--- config.mk ---
export PLATFORM = sky130hd
export DESIGN_NAME = pm_wake_ctl
export DESIGN_NICKNAME = d
export VERILOG_FILES = /design/src/rtl/pm_wake_pkg.sv /design/src/rtl/pm_rsm_detect.sv /design/src/rtl/pm_fn_state.sv /design/src/rtl/pm_sts_regs.sv /design/src/rtl/pm_wake_ctl.sv
export SDC_FILE = /design/constraint.sdc
export NUM_CORES = 1
export LEC_CHECK = 0
export CORE_MARGIN = 5
export CORE_UTILIZATION = 39
export CTS_BUF_LIST = sky130_fd_sc_hd__clkbuf_16
export DETAILED_ROUTE_END_ITERATION = 10
export GPL_TIMING_DRIVEN = 0
export PLACE_DENSITY = 0.73
export SYNTH_ARGS = -nofsm -noshare
export SYNTH_HDL_FRONTEND = slang
export SYNTH_SLANG_ARGS = --single-unit
--- constraint.sdc ---
create_clock -name clk -period 2.62 [get_ports clk]
set_input_delay 0.393 -clock clk [delete_from_list [all_inputs] [get_ports clk]]
set_output_delay 0.393 -clock clk [all_outputs]
set_load 0.02 [all_outputs]
--- src/rtl/pm_wake_pkg.sv ---
package pm_wake_pkg;

  localparam int FN_AUD = 0;
  localparam int FN_MDM = 1;

  typedef enum logic [1:0] {
    PS_D0 = 2'b00,
    PS_D3 = 2'b11
  } pstate_e;

  function automatic logic ps_code_legal(input logic [1:0] code);
    return (code == PS_D0) || (code == PS_D3);
  endfunction

  // pick the per-function flag belonging to the owner of a source
  function automatic logic owner_flag(input logic is_modem, input logic [1:0] per_fn);
    return is_modem ? per_fn[FN_MDM] : per_fn[FN_AUD];
  endfunction

  function automatic logic w1c_bit(input logic cur, input logic set, input logic clr);
    return (cur & ~clr) | set;
  endfunction

endpackage

--- src/rtl/pm_rsm_detect.sv ---
module pm_rsm_detect #(
  parameter int NUM_LINES = 3
) (
  input  logic                 clk,
  input  logic                 rst_n,
  input  logic [NUM_LINES-1:0] line_in,
  output logic [NUM_LINES-1:0] rise_evt
);

  for (genvar i = 0; i < NUM_LINES; i++) begin : g_line
    logic meta_q, sync_q, prev_q;

    always_ff @(posedge clk or negedge rst_n) begin
      if (!rst_n) begin
        meta_q <= 1'b0;
        sync_q <= 1'b0;
        prev_q <= 1'b0;
      end else begin
        meta_q <= line_in[i];
        sync_q <= meta_q;
        prev_q <= sync_q;
      end
    end

    assign rise_evt[i] = sync_q & ~prev_q;

    assert_one_evt_per_edge_R9: assert property (@(posedge clk) disable iff (!rst_n)
      rise_evt[i] |=> !rise_evt[i]);
  end

endmodule

--- src/rtl/pm_fn_state.sv ---
module pm_fn_state
  import pm_wake_pkg::*;
(
  input  logic       clk,
  input  logic       rst_n,
  input  logic       wr,
  input  logic [1:0] wdata,
  output logic       in_d3,
  output logic       rst_req,
  output logic       rst_pulse
);

  pstate_e state_q;
  logic    wr_ok;

  assign wr_ok   = wr && ps_code_legal(wdata);
  assign rst_req = wr_ok && (wdata == PS_D0) && (state_q == PS_D3);
  assign in_d3   = (state_q == PS_D3);

  always_ff @(posedge clk or negedge rst_n) begin
    if (!rst_n) begin
      state_q   <= PS_D0;
      rst_pulse <= 1'b0;
    end else begin
      if (wr_ok) state_q <= pstate_e'(wdata);
      rst_pulse <= rst_req;
    end
  end

  assert_state_legal_R1: assert property (@(posedge clk) disable iff (!rst_n)
    (state_q == PS_D0) || (state_q == PS_D3));

  assert_rst_after_wake_R4: assert property (@(posedge clk) disable iff (!rst_n)
    rst_pulse |-> (!in_d3 && $past(in_d3)));

  assert_rst_single_R4: assert property (@(posedge clk) disable iff (!rst_n)
    rst_pulse |=> !rst_pulse);

endmodule

--- src/rtl/pm_sts_regs.sv ---
module pm_sts_regs
  import pm_wake_pkg::*;
#(
  parameter int          NUM_LINES   = 3,
  parameter int unsigned MODEM_LINES = 4
) (
  input  logic                 clk,
  input  logic                 rst_n,
  input  logic [NUM_LINES-1:0] rise_evt,
  input  logic                 gpio_chg,
  input  logic [1:0]           fn_d3,
  input  logic [1:0]           fn_rst_req,
  input  logic                 ien_wr,
  input  logic [NUM_LINES:0]   ien_in,
  input  logic [NUM_LINES:0]   sts_clr,
  input  logic                 pme_en_wr,
  input  logic [1:0]           pme_en_in,
  input  logic                 wake_clr,
  output logic [NUM_LINES:0]   sts_q,
  output logic [NUM_LINES:0]   ien_q,
  output logic [1:0]           pme_en_q,
  output logic                 wake_q,
  output logic                 irq
);

  localparam int NB = NUM_LINES + 1;
  localparam logic [NUM_LINES-1:0] LINE_MDM = MODEM_LINES[NUM_LINES-1:0];
  localparam logic [NB-1:0]        OWN_MDM  = {1'b1, LINE_MDM};

  logic [NB-1:0] owner_asleep;
  logic [NB-1:0] owner_reset;
  logic [NB-1:0] sts_set;
  logic [NB-1:0] line_wake;
  logic          gpio_wake;
  logic          wake_set;
  logic [NB-1:0] irq_src;

  for (genvar b = 0; b < NB; b++) begin : g_own
    assign owner_asleep[b] = owner_flag(OWN_MDM[b], fn_d3);
    assign owner_reset[b]  = owner_flag(OWN_MDM[b], fn_rst_req);
  end

  for (genvar i = 0; i < NUM_LINES; i++) begin : g_set
    assign sts_set[i]   = rise_evt[i] && !owner_asleep[i];
    assign line_wake[i] = rise_evt[i] && owner_flag(OWN_MDM[i], pme_en_q);
  end
  assign sts_set[NUM_LINES]   = gpio_chg && !fn_d3[FN_MDM];
  assign line_wake[NUM_LINES] = 1'b0;

  assign gpio_wake = gpio_chg && fn_d3[FN_MDM] && pme_en_q[FN_MDM];
  assign wake_set  = (|line_wake) || gpio_wake;

  assign irq_src = sts_q & ien_q & ~owner_asleep;
  assign irq     = |irq_src;

  always_ff @(posedge clk or negedge rst_n) begin
    if (!rst_n) begin
      sts_q    <= '0;
      ien_q    <= '0;
      pme_en_q <= '0;
      wake_q   <= 1'b0;
    end else begin
      for (int b = 0; b < NB; b++) begin
        if (owner_reset[b]) begin
          sts_q[b] <= 1'b0;
          ien_q[b] <= 1'b0;
        end else begin
          sts_q[b] <= w1c_bit(sts_q[b], sts_set[b], sts_clr[b]);
          if (ien_wr) ien_q[b] <= ien_in[b];
        end
      end
      if (pme_en_wr) pme_en_q <= pme_en_in;
      wake_q <= w1c_bit(wake_q, wake_set, wake_clr);
    end
  end

  assert_irq_quiet_all_d3_R3: assert property (@(posedge clk) disable iff (!rst_n)
    (&fn_d3) |-> !irq);

  assert_wake_needs_enable_R6: assert property (@(posedge clk) disable iff (!rst_n)
    $rose(wake_q) |-> $past(|pme_en_q));

  for (genvar i = 0; i < NUM_LINES; i++) begin : g_chk
    assert_no_set_while_asleep_R8: assert property (@(posedge clk) disable iff (!rst_n)
      $rose(sts_q[i]) |-> $past(!owner_asleep[i]));
  end

  assert_gpio_no_wake_d0_R7: assert property (@(posedge clk) disable iff (!rst_n)
    (gpio_chg && !fn_d3[FN_MDM] && !(|rise_evt) && !wake_q) |=> !wake_q);

endmodule

--- src/rtl/pm_wake_ctl.sv ---
module pm_wake_ctl
  import pm_wake_pkg::*;
#(
  parameter int          NUM_LINES   = 3,
  parameter int unsigned MODEM_LINES = 4
) (
  input  logic                 clk,
  input  logic                 rst_n,
  input  logic [1:0]           pst_wr,
  input  logic [1:0]           pst_data,
  input  logic                 ien_wr,
  input  logic [NUM_LINES:0]   ien_in,
  input  logic                 pme_en_wr,
  input  logic [1:0]           pme_en_in,
  input  logic [NUM_LINES:0]   sts_clr,
  input  logic                 wake_clr,
  input  logic                 acc_req,
  input  logic                 acc_fn,
  input  logic [NUM_LINES-1:0] sdin,
  input  logic                 gpio_chg,
  output logic [1:0]           fn_d3,
  output logic [1:0]           fn_rst,
  output logic                 acc_abort,
  output logic [NUM_LINES:0]   int_sts,
  output logic [NUM_LINES:0]   int_en,
  output logic [1:0]           pme_en,
  output logic                 wake_sts,
  output logic                 pme_o,
  output logic                 irq
);

  logic [NUM_LINES-1:0] rise_evt;
  logic [1:0]           fn_rst_req;

  pm_rsm_detect #(.NUM_LINES(NUM_LINES)) u_det (
    .clk      (clk),
    .rst_n    (rst_n),
    .line_in  (sdin),
    .rise_evt (rise_evt)
  );

  for (genvar f = 0; f < 2; f++) begin : g_fn
    pm_fn_state u_fn (
      .clk       (clk),
      .rst_n     (rst_n),
      .wr        (pst_wr[f]),
      .wdata     (pst_data),
      .in_d3     (fn_d3[f]),
      .rst_req   (fn_rst_req[f]),
      .rst_pulse (fn_rst[f])
    );
  end

  pm_sts_regs #(.NUM_LINES(NUM_LINES), .MODEM_LINES(MODEM_LINES)) u_sts (
    .clk        (clk),
    .rst_n      (rst_n),
    .rise_evt   (rise_evt),
    .gpio_chg   (gpio_chg),
    .fn_d3      (fn_d3),
    .fn_rst_req (fn_rst_req),
    .ien_wr     (ien_wr),
    .ien_in     (ien_in),
    .sts_clr    (sts_clr),
    .pme_en_wr  (pme_en_wr),
    .pme_en_in  (pme_en_in),
    .wake_clr   (wake_clr),
    .sts_q      (int_sts),
    .ien_q      (int_en),
    .pme_en_q   (pme_en),
    .wake_q     (wake_sts),
    .irq        (irq)
  );

  assign acc_abort = acc_req && (acc_fn ? fn_d3[FN_MDM] : fn_d3[FN_AUD]);
  assign pme_o     = wake_sts;

  assert_abort_only_d3_R2: assert property (@(posedge clk) disable iff (!rst_n)
    acc_abort |-> (fn_d3 != 2'b00));

  assert_reset_keeps_pme_R5: assert property (@(posedge clk) disable iff (!rst_n)
    (|fn_rst && !$past(pme_en_wr)) |-> $stable(pme_en));

endmodule

==> results.tsv <==
stage	metric	value	unit
power_and_ir_drop	max-vdd-ir-drop	0.000548	V
sta	fin_crit_sh	0.812	
cells_and_area	fin_nets	153	
yosys	synth_area_per_cell	13.2	µm²
yosys	synthXorXnorAreaFrac	0	
yosys	synth-edff-count	0	
sta	max_slew_margin	0.247	
routing	wl_per_cell	14.2	µm
cts	cts_buffer_depth	2	
setup_path	critPathSlowestCell	clkdlybuf4s50_1	
setup_path	critPathArrivalTime	1.73	ns
cts	htreeDepth	1	
global_routing	grt_pass1_vias	812	
power_and_ir_drop	p_total	1200	µW
yosys	synth.cells.most_frequent	dfrtp_1 (26), inv_1 (7), mux2_2 (6)	
cts	clk_latency	0.26	ns
routing	ant_nets	0	
routing	drt_iter0_drc	15	
cells_and_area	diodes	0	
yosys	synthCells	81	
yosys	synthesis.area	0.00107	mm²
yosys	synth.most_common_cell	dfrtp_1	
cts	holdBufCountCts	0	
sta	clock.fmax	470	MHz
yosys	muxShareOfSynthArea	0.110	
power_and_ir_drop	p_switching	287	µW
global_routing	grt.overflow.total	0	
sta	min_period	2.13	ns
setup_path	worstSetupEndpointType	output port	
power_and_ir_drop	p_leak	0.000731	µW
cts	clk_pin_slew	0.06	ns
yosys	ys.flop_type	dfrtp_1	
cts	cts_buffers	3	
global_routing	antenna_found_initial	0	
setup_path	r2r_start	g_fn[0].u_fn.state_q[1]	
cts	cts_root_buf	clkbuf_16	
power_and_ir_drop	seq_power_share	0.394	
yosys	synth_top_family_by_area	multiplexers	
sta	grt_setup_unrepaired	no	
sta	fin_skew	0.00152	ns
hold_path	hp-class	flip-flop to flip-flop	
routing	wl	2240	µm
yosys	yosys_register_bits	26	
flow_run	drv_cap	0	
yosys	synth_compound_area_frac	0.0820	
outcome	status	finished clean	
cells_and_area	stdcell_count	157	
yosys	synth_seq_area_share	0.609	
routing	vias	748	
die	io_pins	43	
setup_path	reg2reg_slack	1.37	ns
setup_path	critPathKind	flip-flop to output port	
routing	firstDrtPassIters	4	
setup_path	reg2regPathDepth	5	
cells_and_area	layout-drive-gt1-share	0.183	
setup_path	crit_cells	4	
yosys	yosys_warnings	0	
place	io_buffers	41	
hold_path	hold_end	u_det.g_line[0].sync_q	
global_routing	grt_max_degree	27	
sta	setup_viol	0	
power_and_ir_drop	switching_share	0.239	
hold_path	min_from	u_det.g_line[0].meta_q	
yosys	synth_cell_types	24	
setup_path	r2r_end	u_sts.sts_q[1]	
yosys	synth_top_cell_by_area	dfrtp_1	
place	placed_cells	153	
die	row_count	19	
power_and_ir_drop	combPwrFrac	0.240	
setup_path	required	2.23	ns
yosys	synth_top_area_frac	0.609	
cells_and_area	post-route-util	0.604	
cts	cts_tree	done	
die	die_x	62.3	µm
power_and_ir_drop	clkPwrFrac	0.365	
die	core	0.00269	mm²
setup_path	path_cells	and2_4 > buf_6 > o22ai_1 > clkdlybuf4s50_1	
routing	drc_errors	0	
place	routabilityCongestion	0.681	
sta	fin_setup_tns	0	ns
sta	finalHoldViolCount	0	
setup_path	max_stage_delay	0.63	ns
yosys	yosys.area_share.simple	0.0937	
hold_path	min_path_cells	0	
sta	hold_ws	0.353	ns
setup_path	path_delay_family	buffers and inverters	
routing	avgViaCountPerCell	4.76	
die	die_h	62.3	µm
cts	cts.sink_count	26	
setup_path	crit_path_start_kind	flip-flop	
global_routing	grt_pass1_wl	3830	µm
die	initial_core_util	0.398	
yosys	syn_nets	107	
yosys	synth_adder_area_share	0.0117	
sta	drv_slew	0	
setup_path	cp_max_fo	6	
global_routing	grt_util_all_layers	0.125	
power_and_ir_drop	powerDensity	739	mW/mm²
die	dieArea	0.00389	mm²
setup_path	crit_path_start	g_fn[1].u_fn.state_q[0]	
power_and_ir_drop	p_int	911	µW
cells_and_area	area_delta_synth_final	51.9	%
cts	cts_setup_buffers	0	
sta	worst_slew_pin_slew	1.13	ns
setup_path	path_buf_inv	2	
cts	cts_resized	0	
yosys	ys_async_sr_fraction	1.00	
yosys	netlist_top_cells_area	dfrtp_1 (61%), mux2_2 (6.3%), mux2i_1 (4.7%), buf_4 (3.5%), o32ai_2 (3.0%)	
[cell type report]
| type | count | area (µm²) |
|---|---|---|
| sequential | 26 | 651 |
| clock buffer | 3 | 75.1 |
| timing repair buffer | 41 | 410 |
| tap | 31 | 38.8 |
| buffer | 10 | 73.8 |
| multi-input combinational | 38 | 318 |
| clock inverter | 1 | 30.0 |
| fill | 220 | 1060 |
| inverter | 7 | 26.3 |
[power groups by stage]
stage / Clock [µW] / Sequential, µW / Combinational, µW
after floorplan: 0 / 504 / 123
after global placement: 0 / 478 / 287
after detailed placement: 0 / 480 / 290
after CTS: 442 / 473 / 292
after global routing: 457 / 480 / 310
final: 438 / 473 / 288
[how the worst max path moves through the flow]
stage,end
6_report,irq
5_1_grt,irq
4_1_cts,irq
3_5_place_dp,acc_abort
3_3_place_gp,acc_abort
2_1_floorplan,irq
[flip-flops by register name, indices dropped and copies added, names as in the netlist]
name	count
u_sts.ien_q	4
u_det.g_line.sync_q	3
g_fn.u_fn.state_q	4
u_det.g_line.meta_q	3
u_det.g_line.prev_q	3
u_sts.pme_en_q	2
u_sts.sts_q	4
g_fn.u_fn.rst_pulse	2
u_sts.wake_q	1
[per-layer routing]
layer | part of all wire | vias up | GRT usage
met2 | 0.52 | 26 | 0.205
met3 | 0.062 | 4 | 0.0432
met5 | 0 | - | 0
li1 | - | 360 | -
met4 | 0.016 | 0 | 0.0557
met1 | 0.41 | 358 | 0.147
[per-stage QoR]
step                setup WS, ns  area (µm²)
global placement           0.512        1520
detailed placement         0.527        1520
finish                     0.493        1620
global route               0.412        1620
CTS                        0.491        1620
floorplan                   1.21        1070
[cells in the final DEF (no fill, tap or decap), drive strengths merged]
cell type / n
mux2i: 5
bufinv: 1
a22oi: 2
and3: 2
inv: 7
clkbuf: 4
nand2: 1
nor2b: 4
mux2: 6
dfrtp: 26
nand3: 1
a221o: 1
buf: 9
o22ai: 2
and2: 2
nand2b: 3
clkdlybuf4s50: 41
nor2: 4
o32ai: 4
ha: 1
[cell families after synthesis]
family                   count (synthesis)
flip-flops                              26
buffers and inverters                   17
AND/OR/NAND/NOR                         17
multiplexers                            11
AO/OA/AOI/OAI                            9
adder cells (fa/ha/maj)                  1
No activity file was read; power rests on OpenSTA's default activity.
